==> config.mk <==
export PLATFORM = sky130hd
export DESIGN_NAME = vga_raster_timing
export DESIGN_NICKNAME = d
export VERILOG_FILES = /design/src/rtl/raster_pkg.sv /design/src/rtl/raster_axis.sv /design/src/rtl/vga_raster_timing.sv
export SDC_FILE = /design/constraint.sdc
export NUM_CORES = 1
export LEC_CHECK = 0
export ABC_AREA = 1
export CORE_MARGIN = 2
export CORE_UTILIZATION = 54
export DETAILED_ROUTE_END_ITERATION = 6
export HOLD_SLACK_MARGIN = 0.15
export PLACE_DENSITY = 0.93
export SLEW_MARGIN = 20
export SYNTH_ARGS = -nofsm -noshare
export SYNTH_HDL_FRONTEND = slang
export SYNTH_SLANG_ARGS = --single-unit
export TNS_END_PERCENT = 10
==> constraint.sdc <==
create_clock -name clk -period 3.4 [get_ports clk]
set_input_delay 0.51 -clock clk [delete_from_list [all_inputs] [get_ports clk]]
set_output_delay 0.51 -clock clk [all_outputs]
set_load 0.02 [all_outputs]
==> src/rtl/raster_pkg.sv <==
package raster_pkg;

  // Width of a counter that must hold the values 0 .. n-1
  function automatic int cnt_w(input int n);
    return (n < 2) ? 1 : $clog2(n);
  endfunction

endpackage

==> src/rtl/raster_axis.sv <==
// One timing axis: a wrapping position counter with registered blank,
// active-low sync and a single-cycle gate at the sync leading edge.
module raster_axis #(
  parameter int TOTAL    = 381,
  parameter int ACTIVE   = 256,
  parameter int SYNC_BEG = 292,
  parameter int SYNC_LEN = 46,
  parameter int CW       = 9
) (
  input  logic          clk,
  input  logic          rst,
  input  logic          adv,
  output logic [CW-1:0] cnt,
  output logic          blank,
  output logic          sync_n,
  output logic          gate
);

  localparam logic [CW-1:0] LAST    = CW'(TOTAL - 1);
  localparam logic [CW-1:0] FALL_AT = CW'(SYNC_BEG - 1);
  localparam logic [CW-1:0] RISE_AT = CW'(SYNC_BEG + SYNC_LEN - 1);
  localparam logic [CW-1:0] ACT_END = CW'(ACTIVE);

  logic [CW-1:0] nxt;

  assign nxt = (cnt == LAST) ? '0 : cnt + 1'b1;

  always_ff @(posedge clk) begin
    if (rst) begin
      cnt    <= '0;
      blank  <= 1'b0;
      sync_n <= 1'b1;
      gate   <= 1'b0;
    end else begin
      // The gate rises together with the falling sync edge and lasts one clock
      gate <= adv && (cnt == FALL_AT);
      if (adv) begin
        cnt   <= nxt;
        blank <= (nxt >= ACT_END);
        if (cnt == FALL_AT)
          sync_n <= 1'b0;
        else if (cnt == RISE_AT)
          sync_n <= 1'b1;
      end
    end
  end

endmodule

==> src/rtl/vga_raster_timing.sv <==
module vga_raster_timing
  import raster_pkg::*;
#(
  parameter int H_TOTAL    = 381,
  parameter int H_ACTIVE   = 256,
  parameter int H_SYNC_BEG = 292,
  parameter int H_SYNC_LEN = 46,
  parameter int V_TOTAL    = 528,
  parameter int V_ACTIVE   = 480,
  parameter int V_SYNC_BEG = 494,
  parameter int V_SYNC_LEN = 2
) (
  input  logic                       clk,
  input  logic                       rst,
  input  logic                       pix_en,
  output logic                       hsync_n,
  output logic                       vsync_n,
  output logic                       hblank,
  output logic                       vblank,
  output logic                       blank,
  output logic [cnt_w(H_TOTAL)-1:0]  pix_x,
  output logic [cnt_w(V_TOTAL)-1:0]  line_y,
  output logic                       frame_end
);

  localparam int XW = cnt_w(H_TOTAL);
  localparam int YW = cnt_w(V_TOTAL);

  logic line_gate;

  // Pixel axis, stepped by the pixel-clock enable
  raster_axis #(
    .TOTAL(H_TOTAL), .ACTIVE(H_ACTIVE),
    .SYNC_BEG(H_SYNC_BEG), .SYNC_LEN(H_SYNC_LEN), .CW(XW)
  ) u_line_axis (
    .clk(clk), .rst(rst), .adv(pix_en),
    .cnt(pix_x), .blank(hblank), .sync_n(hsync_n), .gate(line_gate)
  );

  // Line axis, stepped once per line by the horizontal gate; its gate is the frame strobe
  raster_axis #(
    .TOTAL(V_TOTAL), .ACTIVE(V_ACTIVE),
    .SYNC_BEG(V_SYNC_BEG), .SYNC_LEN(V_SYNC_LEN), .CW(YW)
  ) u_frame_axis (
    .clk(clk), .rst(rst), .adv(line_gate),
    .cnt(line_y), .blank(vblank), .sync_n(vsync_n), .gate(frame_end)
  );

  assign blank = hblank | vblank;

endmodule

==> metrics.md, run 1 <==
| Metric | Value |
|---|---|
| Synth area leader | `dfxtp_1` |
| Worst-Margin Slew | `0.585 ns` |
| Dpl ws | `1.28 ns` |
| Worst Path Class, Setup | `reg -> out` |
| Setup TNS | `0 ns` |
| Net count, final | `214` |
| H-tree Lvls | `1` |
| Worst Slack Setup Final | `1.34 ns` |
| Clock Latency Late Sink | `0.31 ns` |
| Total GRT Usage | `25.0%` |
| CTS tree | `built` |
| Maximum clock path buffer count | `2` |
| Worst relative slew slack | `61.0%` |
| Final setup violating endpoints | `0` |
| Cells after Synth | `179` |
| Num Clock Sinks | `24` |
| CP required | `2.89 ns` |
| # Post-CTS Setup Buffers | `0` |
| Post-synthesis sequential area ratio | `36.6%` |
| Worst path arrival time | `1.55 ns` |
| Max rail drop VDD | `316 uV` |
| Remaining Overflow, GRT | `0` |
| Total CTS buffers | `3` |
| Cell Area, Synth | `1310 sq um` |
| Total vias in the final route | `1,298` |
| Routability Congestion | `0.973` |
| Setup Skew | `0.0123 ns` |
| Vias in the first global route | `1,269` |
| Sequential cell area | `480 sq um` |
| Area grow syn2layout | `24.6%` |
| Dpl hpwl | `2.38 mm` |
| Nature of the critical path endpoint | `primary output` |
| Post-route cell area | `1640 sq um` |
| Layout cells sized above 1 | `12.7%` |
| Peak Freq | `487 MHz` |
| Largest net degree at the start of global routing | `20` |
| Antenna violations before repair | `0` |
| Placed insts | `229` |
| I/O pins | `28` |
| PwrDens | `317 nW/um^2` |
| DR WL/cell | `13.6 um` |
| CTS root buf | `clkbuf_4` |
| Post-placement cell area | `1580 sq um` |
| Yosys warns | `0` |
| Drt pass-1 iters | `4` |
| Post-CTS resize count | `0` |
| Die height | `53.3 um` |
| Starting density of the core | `58.3%` |
| Util after Layout | `72.6%` |
| Area of the multi-input gates | `712 sq um` |
| Cell variety after synth | `34` |
| Crit-path max FO | `6` |
| FF+latch count, synth | `24` |
| Synthesized net count | `187` |
| Status | `finished clean` |
| Slew Viols, Final | `0` |
| Clock-pin slew of the registers on the worst-case setup and hold paths | `0.14 ns` |
| Syn_area_per_cell | `7.34 sq um` |
| Synth top area cells | `dfxtp_1 37%, nand2_1 9.1%, inv_1 6.0%` |
| Core ar. | `2250 sq um` |
| DR DRC count | `0` |
| Width of the die | `53.3 um` |
| Port Buf Inserts | `27` |
| Min-delay src | `u_line_axis.sync_n` |
| Worst min path class | `reg -> reg` |
| Synth top area share | `36.6%` |
| Final Critical Period | `2.06 ns` |
| Fillers | `187` |
| Worst r2r src | `u_line_axis.cnt[0]` |
| Iteration-0 DRC Markers | `26` |
| Drt total wl | `3.16 mm` |
| Antenna diode count | `0` |
| Routed Antenna Nets | `0` |
| Crit path launch | `u_line_axis.blank` |
| Cell Count, Final, Fillers Out | `233` |
| Max-cap violations | `0` |
| Critical Path Start Type | `flip-flop` |
| Post-CTS Hold Fix Bufs | `0` |
| Cell row count | `17` |
| Global-route wire length before repair | `5.28 mm` |
| RSZ-0062 raised after global routing | `no` |
| Leakage power | `0.594 nW` |
| Vias per cell | `5.57` |
| Slack of the worst reg-to-reg path | `1.71 ns` |
| Period utilization | `60.4%` |
| Hold Vio Cnt, Final | `0` |
| DIE AREA | `2840 sq um` |
==> cell type report <==
class	instances	area share, %
flip-flops and latches	24	29.4
clock inverters	1	1.83
repair buffers	27	16.5
clock buffers	3	1.38
well taps	28	2.14
multi-input cells	127	43.5
inverters	23	5.28
==> layer usage <==
metal	vias to the layer above	track usage, %	routed length, um
li1	638	-	-
met1	607	28.7	1300
met2	48	45.1	1700
met3	5	3.67	142
met4	0	10.7	18
met5	-	0	0
==> flip-flops by register name, indices dropped and copies added (netlist names) <==
register,cells
u_line_axis.sync_n,1
u_frame_axis.cnt,10
u_line_axis.cnt,8
u_line_axis.gate,1
u_frame_axis.gate,1
u_line_axis.blank,1
u_frame_axis.sync_n,1
u_frame_axis.blank,1
==> per-stage QoR <==
stage / hold slack, ns / total power [mW]
detailed placement: 0.518 / 0.318
floorplan: 0.602 / 0.309
finish: 0.568 / 0.519
CTS: 0.568 / 0.520
global route: 0.619 / 0.538
global placement: 0.500 / 0.317
==> synth_stat cells <==
library cell / n
nand3_2: 2
nor3_2: 1
a21oi_2: 1
nand3_1: 5
nand2_2: 3
buf_4: 2
nand2_4: 2
nor3b_1: 1
o21a_1: 1
buf_6: 1
dfxtp_1: 24
nor3_4: 1
a211oi_1: 2
a21oi_1: 12
inv_2: 2
nor3b_2: 2
nor4_1: 1
nand3b_1: 1
or2_1: 1
o21ai_0: 7
o21bai_1: 2
buf_2: 1
inv_1: 21
o22ai_1: 1
nor2_2: 7
ha_1: 5
nor2_1: 20
a31oi_1: 1
xor2_1: 1
nor3_1: 9
nand4_1: 5
or2_2: 1
nand2_1: 32
clkbuf_1: 1
==> layout by cell type (no fill, tap or decap), types with 2 or more instances in the layout <==
cell             instances
a21oi_1                 12
nand3_2                  2
o21bai_1                 2
nand2_2                  3
inv_2                    2
nor3b_2                  2
nand4_1                  5
nand2_4                  2
nor2_2                   7
clkdlybuf4s50_1         27
nor3_1                   9
a211oi_1                 2
ha_1                     5
inv_1                   21
nand2_1                 32
nand3_1                  5
o21ai_0                  7
clkbuf_4                 3
dfxtp_1                 24
nor2_1                  20
==> where the power goes <==
| part | total [mW] | leakage, nW | switching, mW | internal [mW] |
|---|---|---|---|---|
| Clock | 0.207 | 0.0279 | 0.0875 | 0.119 |
| Combinational | 0.0261 | 0.372 | 0.0164 | 0.00971 |
| Sequential | 0.286 | 0.194 | 0.00310 | 0.283 |
==> final timing paths <==
| path | to | cells past startpoint |
|---|---|---|
| hold / removal | u_line_axis.sync_n | 2 |
| setup reg to reg | u_line_axis.blank | 8 |
| hold reg to reg | u_line_axis.sync_n | 2 |
| setup / recovery | blank | 3 |
==> cells by family after synthesis <==
family	share of synthesized area (%)
buffers and inverters	9.24
adder cells (fa/ha/maj)	4.76
AO/OA/AOI/OAI	11.7
flip-flops	36.6
XOR/XNOR	0.667
AND/OR/NAND/NOR	37.0
==> worst max-delay path, stage by stage (launching register included) <==
cell and delay (ns):
dfxtp_1 0.47, inv_1 0.10, nand2_1 0.07, clkdlybuf4s50_1 0.60
(Power assumes the default switching activity.)
==> run 2: changes to the inputs <==
--- a/config.mk
+++ b/config.mk
@@ -7,10 +7,10 @@
 export LEC_CHECK = 0
 export ABC_AREA = 1
 export CORE_MARGIN = 2
-export CORE_UTILIZATION = 54
+export CORE_UTILIZATION = 45
 export DETAILED_ROUTE_END_ITERATION = 6
 export HOLD_SLACK_MARGIN = 0.15
-export PLACE_DENSITY = 0.93
+export PLACE_DENSITY = 0.84
 export SLEW_MARGIN = 20
 export SYNTH_ARGS = -nofsm -noshare
 export SYNTH_HDL_FRONTEND = slang
==> constraint.sdc (replaced) <==
create_clock -name clk -period 1.8 [get_ports clk]
set_input_delay 0.27 -clock clk [delete_from_list [all_inputs] [get_ports clk]]
set_output_delay 0.27 -clock clk [all_outputs]
set_load 0.02 [all_outputs]
==> run 2 against run 1 <==
Against the previous run:
- sequential share of layout area shrank 0.33 points
- largest power group unchanged
- critical path type unchanged
- core utilization shrank 13 points
- clock skew shrank 0.0031 ns
- final cell count grew 3.4%
==> metrics.md, run 2 (same netlist as run 1, synthesis figures left out) <==
| Metric | Value |
|---|---|
| Status | `finished clean` |
| Period utilization | `96.0%` |
| Final Total Pwr | `821 uW (+58%)` |
| CTS tree | `built` |
| Drt total wl | `2.79 mm (-12%)` |
| Max rail drop VDD | `310 uV (-1.7%)` |
| Highest-delay cell along the critical path | `clkdlybuf4s50_1` |
| RSZ-0062 raised after global routing | `no` |
| Antenna violations before repair | `0 (unchanged)` |
| Setup Skew | `0.00916 ns (-0.00310 ns)` |
| Hold Vio Cnt, Final | `0 (unchanged)` |
| Max-cap violations | `0 (unchanged)` |
| CTS root buf | `clkbuf_4` |
| CP required | `1.53 ns (-1.36 ns)` |
| Maximum clock path buffer count | `2 (unchanged)` |
| Crit-path max FO | `6 (unchanged)` |
| Combinational Power Share | `6.3% (+1.3 points)` |
| Worst path arrival time | `1.46 ns (-0.09 ns)` |
| Clock-pin slew of the registers on the worst-case setup and hold paths | `0.13 ns (about the same)` |
| Drt pass-1 iters | `4 (unchanged)` |
| Nature of the critical path endpoint | `primary output` |
| # Post-CTS Setup Buffers | `0 (unchanged)` |
| Vias in the first global route | `1,175 (-7.4%)` |
| DIE AREA | `3370 sq um (+18%)` |
| Sequential Power Share | `65.8% (+11 points)` |
| Most flops, register | `u_frame_axis.cnt` |
| Worst path buffer plus inverter count | `1 (-1)` |
| Worst Path Class, Setup | `reg -> out` |
| Iteration-0 DRC Markers | `39 (+50%)` |
| Die height | `58.0 um (+8.8%)` |
| Remaining Overflow, GRT | `0 (unchanged)` |
| Total CTS buffers | `3 (unchanged)` |
| Width of the die | `58.0 um (+8.8%)` |
| Worst relative slew slack | `78.6% (+18 points)` |
| Global-route wire length before repair | `4.95 mm (-6.1%)` |
| Post-CTS Hold Fix Bufs | `0 (unchanged)` |
| H-tree Lvls | `1 (unchanged)` |
| Commonest non-fill, non-tap cell in the layout | `nand2_1` |
| Number of flip-flops in the largest register | `10 (unchanged)` |
| Antenna diode count | `0 (unchanged)` |
| Core ar. | `2760 sq um (+22%)` |
| Area grow syn2layout | `26.0%` |
| Clock Latency Late Sink | `0.31 ns (about the same)` |
| Net count, final | `220 (+2.8%)` |
| Leakage power | `0.611 nW (+2.9%)` |
| Total vias in the final route | `1,250 (-3.7%)` |
| Port Buf Inserts | `27 (unchanged)` |
| Worst min path class | `reg -> reg` |
| Num Clock Sinks | `24 (unchanged)` |
| Critical Path Start Type | `flip-flop` |
| Critical Path, Cell by Cell | `clkdlybuf4s50_1` |
| Peak Freq | `579 MHz` |
| Psw | `187 uW (+75%)` |
| Largest net degree at the start of global routing | `13 (-35%)` |
| Vias per cell | `5.19 (-6.9%)` |
| Largest regs | `u_frame_axis.cnt x10, u_line_axis.cnt x8` |
| Layout cells sized above 1 | `14.8% (+2.1 points)` |
| Most frequent cells in the layout | `32 x nand2_1, 27 x clkdlybuf4s50_1, 24 x dfxtp_1, 21 x inv_1, 20 x nor2_1` |
| Dpl hpwl | `2.19 mm (-7.9%)` |
| Post-CTS resize count | `0 (unchanged)` |
| Starting density of the core | `47.6% (-11 points)` |
| Final Critical Period | `1.73 ns` |
| Routed Antenna Nets | `0 (unchanged)` |
| Power share of the clock group | `27.9% (-12 points)` |
| Final setup violating endpoints | `0 (unchanged)` |
| WHS | `0.526 ns (-0.0417 ns)` |
| Switching Share | `22.8% (+2.2 points)` |
| DR WL/cell | `11.6 um (-15%)` |
| Cell row count | `19 (+2)` |
| Total GRT Usage | `18.4% (-6.6 points)` |
| Delay-heaviest family, CP | `buffers and inverters` |
| Slew Viols, Final | `0 (unchanged)` |
| PwrDens | `496 nW/um^2 (+56%)` |
| Worst-Margin Slew | `0.320 ns (-0.265 ns)` |
| CP peak stage delay | `0.66 ns (+0.06 ns)` |
| Routability Congestion | `0.904 (-7.1%)` |
| I/O pins | `28 (unchanged)` |
| DR DRC count | `0 (unchanged)` |
| Power Internal | `634 uW (+54%)` |
[run 2: area by class of cell]
class | count | area, sq um
multi-input cells | 127 | 712
clock buffers | 3 | 22.5
repair buffers | 33 | 315
well taps | 31 | 38.8
fillers | 257 | 1100
inverters | 23 | 86.3
flip-flops and latches | 24 | 480
[run 2: path summary, 6_finish.rpt]
kind                        from                  to  slack [ns]  depth (start not counted)
min reg2reg   u_line_axis.sync_n  u_line_axis.sync_n        0.53                          2
max           u_line_axis.cnt[0]            pix_x[0]        0.07                          1
max reg2reg  u_frame_axis.cnt[0]  u_frame_axis.blank        0.22                         10
min           u_line_axis.sync_n  u_line_axis.sync_n        0.53                          2
[run 2: tightest hold or removal path, stage by stage, from the launching register on]
cell	delay, ns
dfxtp_1	0.36
nor3_1	0.06
nor2_1	0.07
[run 2: power by group through the flow]
stage               Combinational [mW]  Clock, mW  Sequential, mW
finish                          0.0514      0.229           0.540
floorplan                       0.0283          0           0.556
CTS                             0.0516      0.232           0.541
global placement                0.0519          0           0.552
global route                    0.0572      0.260           0.542
detailed placement              0.0516          0           0.552
[run 2: per-layer routing]
| metal | wire [um] | track usage, % | vias to the layer above |
|---|---|---|---|
| li1 | - | - | 648 |
| met1 | 1240 | 23.1 | 562 |
| met2 | 1410 | 31.7 | 34 |
| met3 | 105 | 2.90 | 6 |
| met4 | 35 | 6.98 | 0 |
| met5 | 0 | 0 | - |
[run 2: through the flow]
| stage | setup TNS (ns) | area [sq um] | instances | setup slack [ns] | utilization [%] |
|---|---|---|---|---|---|
| after global placement | 0 | 1630 | 238 | 0.0495 | 59.2 |
| after CTS | 0 | 1660 | 241 | 0.0634 | 60.0 |
| after floorplan | 0 | 1310 | 179 | 0.250 | - |
| final | 0 | 1660 | 241 | 0.0721 | 60.0 |
| after global routing | 0 | 1660 | 241 | 0.00307 | 60.0 |
| after detailed placement | -0.313 | 1630 | 238 | -0.0535 | 59.2 |
